`src/rtl/ptr_pkg.sv`:
```
// Shared definitions for the indirect addressing pointer unit.
// Assumes every pointer window is eight addresses wide and starts on an
// eight-aligned address, so the low three address bits select the slot.
package ptr_pkg;

    localparam int SLOTS_PER_PTR = 8;

    // Slot encoding inside one pointer window (the offset from the window base)
    typedef enum logic [2:0] {
        AM_PLAIN   = 3'd0,
        AM_POSTINC = 3'd1,
        AM_POSTDEC = 3'd2,
        AM_PREINC  = 3'd3,
        AM_PLUSW   = 3'd4,
        AM_PTRLO   = 3'd5,
        AM_PTRHI   = 3'd6,
        AM_SPARE   = 3'd7
    } slot_e;

endpackage

```
`src/rtl/ptr_decode.sv`:
```
// Decodes a core address against the pointer windows.
// Output: whether the address falls in any window, which pointer it
// selects and which slot. Assumes PTR_BASE is eight-aligned and that the
// windows end below the top of the address space.
module ptr_decode
    import ptr_pkg::*;
#(
    parameter int ADDR_W   = 12,
    parameter int NPTR     = 3,
    parameter int IDX_W    = 2,
    parameter int PTR_BASE = 'hFD0
) (
    input  logic [ADDR_W-1:0] addr,
    output logic              hit,
    output logic [IDX_W-1:0]  idx,
    output slot_e             slot
);

    localparam logic [ADDR_W-1:0] BASE_A = ADDR_W'(PTR_BASE);
    localparam logic [ADDR_W-1:0] SPAN_A = ADDR_W'(SLOTS_PER_PTR * NPTR);

    logic [ADDR_W-1:0] off;

    // Offset from the first window; below-base addresses wrap to large values
    always_comb begin
        off  = addr - BASE_A;
        hit  = (off < SPAN_A);
        idx  = off[IDX_W+2:3];
        slot = slot_e'(off[2:0]);
    end

endmodule

```
`src/rtl/ptr_addr_gen.sv`:
```
// Computes the effective memory address and the pointer's next value for
// one access mode. Purely combinational. Assumes the working register is
// DATA_W bits wide and narrower than ADDR_W; it is sign-extended.
module ptr_addr_gen
    import ptr_pkg::*;
#(
    parameter int ADDR_W = 12,
    parameter int DATA_W = 8,
    parameter int PTR_W  = 16
) (
    input  logic [PTR_W-1:0]  ptr,
    input  logic [DATA_W-1:0] w,
    input  slot_e             slot,
    output logic [ADDR_W-1:0] eff,
    output logic [PTR_W-1:0]  nxt,
    output logic              moves
);

    logic [PTR_W-1:0]  inc;
    logic [PTR_W-1:0]  dec;
    logic [ADDR_W-1:0] w_sext;

    // Full-width step values and the signed offset
    always_comb begin
        inc    = ptr + PTR_W'(1);
        dec    = ptr - PTR_W'(1);
        w_sext = {{(ADDR_W-DATA_W){w[DATA_W-1]}}, w};
    end

    // Per-mode address choice and pointer update rule
    always_comb begin
        eff   = ptr[ADDR_W-1:0];
        nxt   = ptr;
        moves = 1'b0;
        case (slot)
            AM_POSTINC: begin nxt = inc; moves = 1'b1; end
            AM_POSTDEC: begin nxt = dec; moves = 1'b1; end
            AM_PREINC:  begin eff = inc[ADDR_W-1:0]; nxt = inc; moves = 1'b1; end
            AM_PLUSW:   eff = ptr[ADDR_W-1:0] + w_sext;
            default:    ;
        endcase
    end

endmodule

```
`src/rtl/ptr_file.sv`:
```
// Holds the pointer registers. One register per pointer, each loaded
// either by a mode step or by a direct byte write. Assumes the two
// never target the same cycle (one core access per cycle) and that
// PTR_W is exactly two DATA_W bytes.
module ptr_file #(
    parameter int NPTR   = 3,
    parameter int IDX_W  = 2,
    parameter int PTR_W  = 16,
    parameter int DATA_W = 8
) (
    input  logic                        clk,
    input  logic                        rst_n,
    input  logic [IDX_W-1:0]            idx,
    input  logic                        upd_en,
    input  logic [PTR_W-1:0]            upd_val,
    input  logic                        byte_we,
    input  logic                        byte_hi,
    input  logic [DATA_W-1:0]           byte_wdata,
    output logic [NPTR-1:0][PTR_W-1:0]  ptr_q
);

    for (genvar i = 0; i < NPTR; i++) begin : g_ptr
        logic [PTR_W-1:0] q;

        // Pointer i: reset, mode step, or byte load
        always_ff @(posedge clk) begin
            if (!rst_n) begin
                q <= '0;
            end else if (idx == IDX_W'(i)) begin
                if (upd_en) begin
                    q <= upd_val;
                end else if (byte_we) begin
                    if (byte_hi) q[PTR_W-1:DATA_W] <= byte_wdata;
                    else         q[DATA_W-1:0]     <= byte_wdata;
                end
            end
        end

        assign ptr_q[i] = q;
    end

endmodule

```
`src/rtl/ptr_access_unit.sv`:
```
// Top of the indirect addressing pointer unit. Decodes each core access.
// A virtual indirect slot is turned into a data memory access at the
// address computed from the pointer. The working register and the pointer
// bytes are served locally, and anything else is passed through. All
// paths are single-cycle: mem_rdata must be valid in the same cycle as
// mem_addr. Assumes the working register address lies outside the
// pointer windows.
module ptr_access_unit
    import ptr_pkg::*;
#(
    parameter int ADDR_W    = 12,
    parameter int DATA_W    = 8,
    parameter int PTR_W     = 16,
    parameter int NPTR      = 3,
    parameter int PTR_BASE  = 'hFD0,
    parameter int WREG_ADDR = 'hFE8
) (
    input  logic              clk,
    input  logic              rst_n,
    input  logic              cpu_req,
    input  logic              cpu_we,
    input  logic [ADDR_W-1:0] cpu_addr,
    input  logic [DATA_W-1:0] cpu_wdata,
    output logic [DATA_W-1:0] cpu_rdata,
    output logic              mem_re,
    output logic              mem_we,
    output logic [ADDR_W-1:0] mem_addr,
    output logic [DATA_W-1:0] mem_wdata,
    input  logic [DATA_W-1:0] mem_rdata,
    output logic [DATA_W-1:0] w_q
);

    localparam int IDX_W = (NPTR > 1) ? $clog2(NPTR) : 1;
    localparam logic [ADDR_W-1:0] BASE_A = ADDR_W'(PTR_BASE);
    localparam logic [ADDR_W-1:0] SPAN_A = ADDR_W'(SLOTS_PER_PTR * NPTR);
    localparam logic [ADDR_W-1:0] WREG_A = ADDR_W'(WREG_ADDR);

    logic [NPTR-1:0][PTR_W-1:0] ptr_q;
    logic [DATA_W-1:0]          w_reg;
    logic                       a_hit;
    logic [IDX_W-1:0]           a_idx;
    slot_e                      a_slot;
    logic [PTR_W-1:0]           cur;
    logic [ADDR_W-1:0]          eff;
    logic [PTR_W-1:0]           nxt;
    logic                       moves;
    logic [ADDR_W-1:0]          eoff;
    logic                       is_ind;
    logic                       is_pb;
    logic                       is_w;
    logic                       blocked;
    logic                       fwd;

    ptr_decode #(
        .ADDR_W   (ADDR_W),
        .NPTR     (NPTR),
        .IDX_W    (IDX_W),
        .PTR_BASE (PTR_BASE)
    ) u_dec (
        .addr (cpu_addr),
        .hit  (a_hit),
        .idx  (a_idx),
        .slot (a_slot)
    );

    // Select the pointer named by the decoded window
    always_comb begin
        cur = '0;
        for (int i = 0; i < NPTR; i++) begin
            if (a_idx == IDX_W'(i)) cur = ptr_q[i];
        end
    end

    ptr_addr_gen #(
        .ADDR_W (ADDR_W),
        .DATA_W (DATA_W),
        .PTR_W  (PTR_W)
    ) u_gen (
        .ptr   (cur),
        .w     (w_reg),
        .slot  (a_slot),
        .eff   (eff),
        .nxt   (nxt),
        .moves (moves)
    );

    // Classify the access and detect indirect self-references
    always_comb begin
        is_ind  = cpu_req && a_hit && (a_slot <= AM_PLUSW);
        is_pb   = cpu_req && a_hit && ((a_slot == AM_PTRLO) || (a_slot == AM_PTRHI));
        is_w    = cpu_req && (cpu_addr == WREG_A);
        eoff    = eff - BASE_A;
        blocked = is_ind && (eoff < SPAN_A) && (eoff[2:0] <= 3'd4);
        fwd     = cpu_req && !is_w && !is_pb && !blocked;
    end

    // Drive the data memory side
    always_comb begin
        mem_re    = fwd && !cpu_we;
        mem_we    = fwd && cpu_we;
        mem_addr  = is_ind ? eff : cpu_addr;
        mem_wdata = cpu_wdata;
    end

    // Return read data from the source that owns the address
    always_comb begin
        if (is_w)
            cpu_rdata = w_reg;
        else if (is_pb)
            cpu_rdata = (a_slot == AM_PTRHI) ? cur[PTR_W-1:DATA_W] : cur[DATA_W-1:0];
        else if (mem_re)
            cpu_rdata = mem_rdata;
        else
            cpu_rdata = '0;
    end

    ptr_file #(
        .NPTR   (NPTR),
        .IDX_W  (IDX_W),
        .PTR_W  (PTR_W),
        .DATA_W (DATA_W)
    ) u_file (
        .clk        (clk),
        .rst_n      (rst_n),
        .idx        (a_idx),
        .upd_en     (is_ind && !blocked && moves),
        .upd_val    (nxt),
        .byte_we    (is_pb && cpu_we),
        .byte_hi    (a_slot == AM_PTRHI),
        .byte_wdata (cpu_wdata),
        .ptr_q      (ptr_q)
    );

    // Working register: loaded through its memory-mapped address
    always_ff @(posedge clk) begin
        if (!rst_n)
            w_reg <= '0;
        else if (is_w && cpu_we)
            w_reg <= cpu_wdata;
    end

    assign w_q = w_reg;

endmodule

```
`config.mk`:
```
export PLATFORM = sky130hd
export DESIGN_NAME = ptr_access_unit
export DESIGN_NICKNAME = d
export VERILOG_FILES = /design/src/rtl/ptr_pkg.sv /design/src/rtl/ptr_decode.sv /design/src/rtl/ptr_addr_gen.sv /design/src/rtl/ptr_file.sv /design/src/rtl/ptr_access_unit.sv
export SDC_FILE = /design/constraint.sdc
export NUM_CORES = 1
export LEC_CHECK = 0
export CAP_MARGIN = 15
export CORE_MARGIN = 2
export CORE_UTILIZATION = 60
export DETAILED_ROUTE_END_ITERATION = 10
export PLACE_DENSITY_LB_ADDON = 0.1
export SLEW_MARGIN = 20
export SYNTH_ARGS = -nofsm -noshare
export SYNTH_HDL_FRONTEND = slang
export SYNTH_SLANG_ARGS = --single-unit
```
`constraint.sdc`:
```
create_clock -name clk -period 11.2 [get_ports clk]
set_clock_uncertainty 0.05 [all_clocks]
set_input_delay 1.68 -clock clk [delete_from_list [all_inputs] [get_ports clk]]
set_output_delay 1.68 -clock clk [all_outputs]
set_load 0.05 [all_outputs]
```
# --- Word-level counts from Yosys, hierarchy flattened ---
# Index checks and enable logic that the tools add are counted.
word_totals:
  regBits: 56
  latch_bits: 0
  ramBits: 0
  romBits: 0
  inputBits: 32
  output_inout_bits: 38
  wordCells: 72
  memories: 0
op_classes:
  addsub: 5
  multipliers: 0
  div_mod_pow: 0
  order_cmp: 4
  n_eq_ne: 10
  n_shift: 0
  mux: 15
  n_bitwise: 0
  n_reduce_logical: 31
ops:
  columns: ["operator", "count"]
  rows:
  - ["$mux 16", 5]
  - ["$mux 8", 6]
  - ["$pmux 16 s2", 1]
  - ["$lt 12x5->1 const B", 2]
  - ["$pmux 12 s2", 1]
  - ["$sub 12x12->12 const B", 2]
  - ["$reduce_and 3->1", 6]
  - ["$add 16x1->16 const B", 1]
  - ["$sub 16x1->16 const B", 1]
  - ["$logic_and 1x1->1", 15]
  - ["$add 12x12->12", 1]
  - ["$eq 12x12->1 const B", 1]
  - ["$mux 12", 1]
  - ["$eq 3x3->1 const B", 3]
  - ["$eq 3x2->1 const B", 2]
  - ["$le 3x3->1 const B", 2]
  - ["$logic_not 1->1", 4]
  - ["$reduce_bool 2->1", 2]
  - ["$eq 3x1->1 const B", 1]
  - ["$reduce_or 3->1", 1]
  - ["$eq 2x1->1 const B", 1]
  - ["$eq 2x2->1 const B", 1]
  - ["$logic_not 2->1", 1]
  - ["$ne 2x1->1 const B", 1]
  - ["other kinds (3)", 3]

# --- Depth between registers and ports, before layout ---
logic_depth:
  word_depth: 17
  mapped_depth: 21
  ltp_nobuf: 18

# --- Cells and area by module ---
# From an unflattened synthesis, not the netlist that was laid out.
unflattened:
  hier_cells: 618
  hier_area_um2: 4978.5
modules_own_cells:
  columns: ["module", "instances", "cells_per_inst", "area_each_um2", "seq_area_each_um2"]
  rows:
  - ["ptr_file", 1, 199, 2042.0, 960.9]
  - ["ptr_addr_gen", 1, 226, 1471.4, 0.0]
  - ["ptr_access_unit", 1, 175, 1327.5, 160.2]
  - ["ptr_decode", 1, 18, 137.6, 0.0]

# --- Worst setup path after synthesis ---
# OpenSTA, ideal clock, no wires.
synth_timing:
  path_kind: "input port to output port"
  start: "input cpu_addr[3]"
  end: "output cpu_rdata[0]"
  arrival_ps: 6047
  required_time_ps: 9470
  setup_slack_ps: 3423
  stages: 17
  n_path_buf: 2
  cell_sequence: "buf_6 > buf_6 > mux2_4 > a22oi_4 > inv_1 > ha_1 > a21oi_1 > a21o_1 > a21oi_1 > nor4_1 > nor2_1 > xnor2_1 > o21ai_0 > mux2i_4 > nand2b_4 > nor3b_4 > a221o_1"
synth_between:
  elab_chain_cells: 17
  word_cells_on_any_way: 32
  cone_classes: "4 x add/sub; 3 x order compare; 3 x eq/ne; 8 x mux; 14 x reduce/logical"
synth_rtl:
  columns: ["item", "line", "rtl"]
  rows:
  - ["from (decl)", "ptr_access_unit.sv:22", "input logic [ADDR_W-1:0] cpu_addr,"]
  - ["$sub 12x12->12", "ptr_decode.sv:26", "off = addr - BASE_A;"]
  - ["$logic_not 2->1", "ptr_access_unit.sv:70", "if (a_idx == IDX_W'(i)) cur = ptr_q[i];"]
  - ["$mux 16 (3 in series)", "ptr_access_unit.sv:70", null]
  - ["$add 16x1->16 / $add 12x12->12 (equally long branches)", "ptr_addr_gen.sv:25, ptr_addr_gen.sv:39", null]
  - ["$pmux 12 s2", "ptr_addr_gen.sv:35", "case (slot)"]
  - ["$sub 12x12->12", "ptr_access_unit.sv:92", "eoff = eff - BASE_A;"]
  - ["$lt 12x5->1", "ptr_access_unit.sv:93", "blocked = is_ind && (eoff < SPAN_A) && (eoff[2:0] <= 3'd4);"]
  - ["$logic_and 1x1->1 (2 in series)", "ptr_access_unit.sv:93", null]
  - ["$logic_not 1->1", "ptr_access_unit.sv:94", "fwd = cpu_req && !is_w && !is_pb && !blocked;"]
  - ["$logic_and 1x1->1 (*)", "ptr_access_unit.sv:94", null]
  - ["$logic_and 1x1->1 (*)", "ptr_access_unit.sv:99", "mem_re = fwd && !cpu_we;"]
  - ["net mem_re", "ptr_access_unit.sv:25", "output logic mem_re,"]
  - ["$mux 8 (*)", "ptr_access_unit.sv:111", "else if (mem_re)"]
  - ["$mux 8 (*)", "ptr_access_unit.sv:109", "else if (is_pb)"]
  - ["$mux 8 (*)", "ptr_access_unit.sv:107", "if (is_w)"]
  - ["to (decl)", "ptr_access_unit.sv:24", "output logic [DATA_W-1:0] cpu_rdata,"]
# The timed path passes the listed nets; every way through them passes the cells marked *.

# --- Worst setup path after layout ---
layout_timing:
  start: "input cpu_addr[3]"
  end: "output cpu_rdata[1]"
layout_between:
  elab_chain_cells: 17
  word_cells_on_any_way: 32
  cone_classes: "4 x add/sub; 3 x order compare; 3 x eq/ne; 8 x mux; 14 x reduce/logical"
layout_rtl:
  columns: ["item", "line"]
  rows:
  - ["$sub 12x12->12", "ptr_decode.sv:26"]
  - ["$logic_not 2->1", "ptr_access_unit.sv:70"]
  - ["$mux 16 (3 in series)", "ptr_access_unit.sv:70"]
  - ["$add 16x1->16 / $add 12x12->12 (equally long branches)", "ptr_addr_gen.sv:25, ptr_addr_gen.sv:39"]
  - ["$pmux 12 s2", "ptr_addr_gen.sv:35"]
  - ["$sub 12x12->12", "ptr_access_unit.sv:92"]
  - ["$lt 12x5->1", "ptr_access_unit.sv:93"]
  - ["$logic_and 1x1->1 (2 in series)", "ptr_access_unit.sv:93"]
  - ["$logic_not 1->1", "ptr_access_unit.sv:94"]
  - ["$logic_and 1x1->1", "ptr_access_unit.sv:94"]
  - ["$logic_and 1x1->1", "ptr_access_unit.sv:99"]
  - ["$mux 8", "ptr_access_unit.sv:111"]
  - ["$mux 8", "ptr_access_unit.sv:109"]
  - ["$mux 8 (*)", "ptr_access_unit.sv:107"]
# Every way passes the cells marked *; elsewhere a longest branch is shown, timed or not.

==> impl_metrics.yaml <==
outcome:
  outcome: "complete, no violations"
clock_tree:
  cts-resized-gates: 0
  cts-root-buf: "clkbuf_8"
  cts_hold_buf: 0
  h-tree-depth: 2
  tritoncts.num_buffers: 5
  clk_pin_slew_ps: 110
  clk_latency_ps: 320
  cts_tree: "done"
  cts_setup_buffers: 0
  cts.sinks: 56
  ctsLongestPathBuffers: 2
setup_path:
  crit_path_max_incr_delay_ps: 1210
  cp.required_ps: 9470
  crit_chain: "clkdlybuf4s50_1, mux2_4, a22oi_1, inv_1, ha_1, a21oi_1, a21o_1, a21oi_1, nor4_1, nor2_1, xnor2_1, o21ai_0, mux2i_4, nand2b_4, nor3b_4, a221o_1, clkdlybuf4s50_1"
  arrival_ps: 8280
  worst-path-max-fanout: 18
  critPathKind: "primary input to output pin"
  crit_family: "buffers and inverters"
  path_buf_inv: 3
  start_kind: "primary input"
  cp_slowest_cell: "clkdlybuf4s50_1"
  endpoint_kind: "output pin"
yosys:
  synthTopCellsByArea: "dfxtp_1, nand2_1, a21oi_1, o21ai_0, ha_1"
  synth_async_sr_flop_share_pct: 0
  ys_ff_latch: 56
  postSynthAreaPerCell_um2: 7.786
  syn_nets: 708
  ys_seq_area_share_pct: 21.95
  yosysWarnings: 0
  netlist_area_mm2: 0.005107
  synth-edff-count: 0
  synth.distinct_cells: 72
  yosysTopAreaCell: "dfxtp_1"
  synth_top_area_share_pct: 21.95
  synth_ff_type: "dfxtp_1"
  syn_inst: 656
final_layout:
  area_growth_pct: 14.65
  nNetsFinal: 749
  seqCellArea_mm2: 0.001121
  multi_input_area_mm2: 0.003687
  antenna_cells: 0
  nFillCells: 672
  drive_above_1_share_pct: 10.03
pwr:
  clkPwrFrac_pct: 29.2
  ir_drop_mv: 0.06793
  p_switching_mw: 0.1328
  swShare_pct: 32.49
  power_density_mw_per_mm2: 69.79
  seqPwrFrac_pct: 48.7
  leakage_nw: 2.472
  cellInternalPower_mw: 0.2759
  combPwrFrac_pct: 22.1
global_route:
  antenna_found_initial: 0
  grtUsageTotal_pct: 37.55
  first_global_vias: 4993
  grt-ovfl-total: 0
  grt_start_max_net_pins: 31
  grt_pass1_wl_um: 26570
placed_design:
  dp_hpwl_um: 13170
  io_buffers: 69
  gp_congestion: 1.062
timing:
  hold_viol: 0
  hold_ws_ps: 416.2
  setup_tns_ps: 0
  rsz0062_at_grt: "no"
  setup_viol: 0
  finalCriticalPeriod_ps: 10010
  period_share_pct: 89.38
  tightest_slew_ps: 1126
  fmax_mhz: 99.89
  drv_slew: 0
  relSlewSlack_pct: 24.70
route:
  drt-initial-drc-count: 638
  drc_errors: 0
  drt_pass1_iterations: 5
  routed_via_density: 6.792
  wl_per_cell_um: 21.65
  wirelength_um: 17390
  vias: 5454
  ant_nets: 0
die:
  fp.dieH_um: 96.26
  die-area_mm2: 0.009266
  start_util_pct: 62.16
  die_x_um: 96.26
  io_pins: 70
  coreArea_mm2: 0.008217
  row_count: 33
job:
  max_cap_viol_count: 0
worst_hold_path:
  min_path_type: "flip-flop to flip-flop"
cells in the final DEF (no fill, tap or decap), types with 17 or more instances in the layout:
| cell | count |
|---|---|
| a21o_1 | 24 |
| a21oi_1 | 53 |
| clkdlybuf4s50_1 | 69 |
| dfxtp_1 | 56 |
| ha_1 | 19 |
| inv_1 | 24 |
| mux2i_1 | 17 |
| nand2_1 | 87 |
| nand3_1 | 20 |
| nor2_1 | 60 |
| o21ai_0 | 52 |
| xnor2_1 | 21 |
Yosys cell counts, types with 12 or more instances:
master,count
nand2_1,87
nor2_1,60
dfxtp_1,56
a21oi_1,53
o21ai_0,52
clkbuf_1,25
a21o_1,24
inv_1,24
xnor2_1,21
nand3_1,20
ha_1,19
mux2i_1,17
mux2_2,12
o211ai_1,12
cells by family after synthesis:
logic type | synth area share (%)
AND/OR/NAND/NOR | 22.73
AO/OA/AOI/OAI | 31.70
buffers and inverters | 5.953
flip-flops | 21.95
multiplexers | 7.815
XOR/XNOR | 4.802
adder cells (fa/ha/maj) | 5.047
final timing paths:
check	start	endpoint	slack, ps	depth (start not counted)
max reg2reg	u_file.g_ptr[0].q[1]	u_file.g_ptr[0].q[15]	5870	15
min reg2reg	u_file.g_ptr[0].q[14]	u_file.g_ptr[0].q[14]	420	1
min	u_file.g_ptr[0].q[14]	u_file.g_ptr[0].q[14]	420	1
max	cpu_addr[3]	cpu_rdata[1]	1190	17
worst register-to-register path, stage by stage, from the launching register on:
cell and delay [ps]:
dfxtp_1 330, mux2_4 270, a22oi_1 820, fa_1 380
nor2b_1 80, o21a_1 170, nor2_1 110, xnor2_1 110
a222oi_1 680, ha_1 350, or2_2 340, nor3_1 200
nand2_1 240, o2111ai_1 710, o21ai_0 210, a21o_1 190
stage by stage:
| step | power [mW] | utilization [%] | area [µm²] | worst slack [ps] | cells |
|---|---|---|---|---|---|
| after floorplan | 0.2593 | - | 5107 | 3423 | 656 |
| after global placement | 0.2909 | 70.06 | 5757 | 1480 | 795 |
| after detailed placement | 0.2913 | 70.06 | 5757 | 1347 | 795 |
| after CTS | 0.4098 | 71.20 | 5851 | 1335 | 803 |
| after global routing | 0.4213 | 71.27 | 5856 | 972.0 | 803 |
| final | 0.4087 | 71.27 | 5856 | 1189 | 803 |
sequential cells by signal (all words and copies together), names as in the netlist:
name and cells:
u_file.g_ptr.q 48, w_q 8
power groups by stage:
stage	sequential [mW]	clock [mW]	combinational, mW
after global placement	0.204	0	0.0872
after floorplan	0.204	0	0.0557
after CTS	0.199	0.123	0.0880
final	0.199	0.119	0.0902
after global routing	0.199	0.129	0.0935
after detailed placement	0.204	0	0.0876
area by class of cell:
type                            count  share of cell area (%)
Clock inverter                      3                  0.4274
Multi-Input combinational cell    535                   62.97
Sequential cell                    56                   19.15
Inverter                           25                   1.603
Timing Repair Buffer               74                   12.44
Clock buffer                        5                   1.175
Tap cell                          105                   2.244
routing by layer:
metal	share of wire [%]	track usage, %	wire length (µm)
met1	39	48.27	6849
met2	46	61.23	8017
met3	10	5.795	1755
met4	4.4	17.98	766
met5	0	0	0
Power figures use the tool's default switching activity.
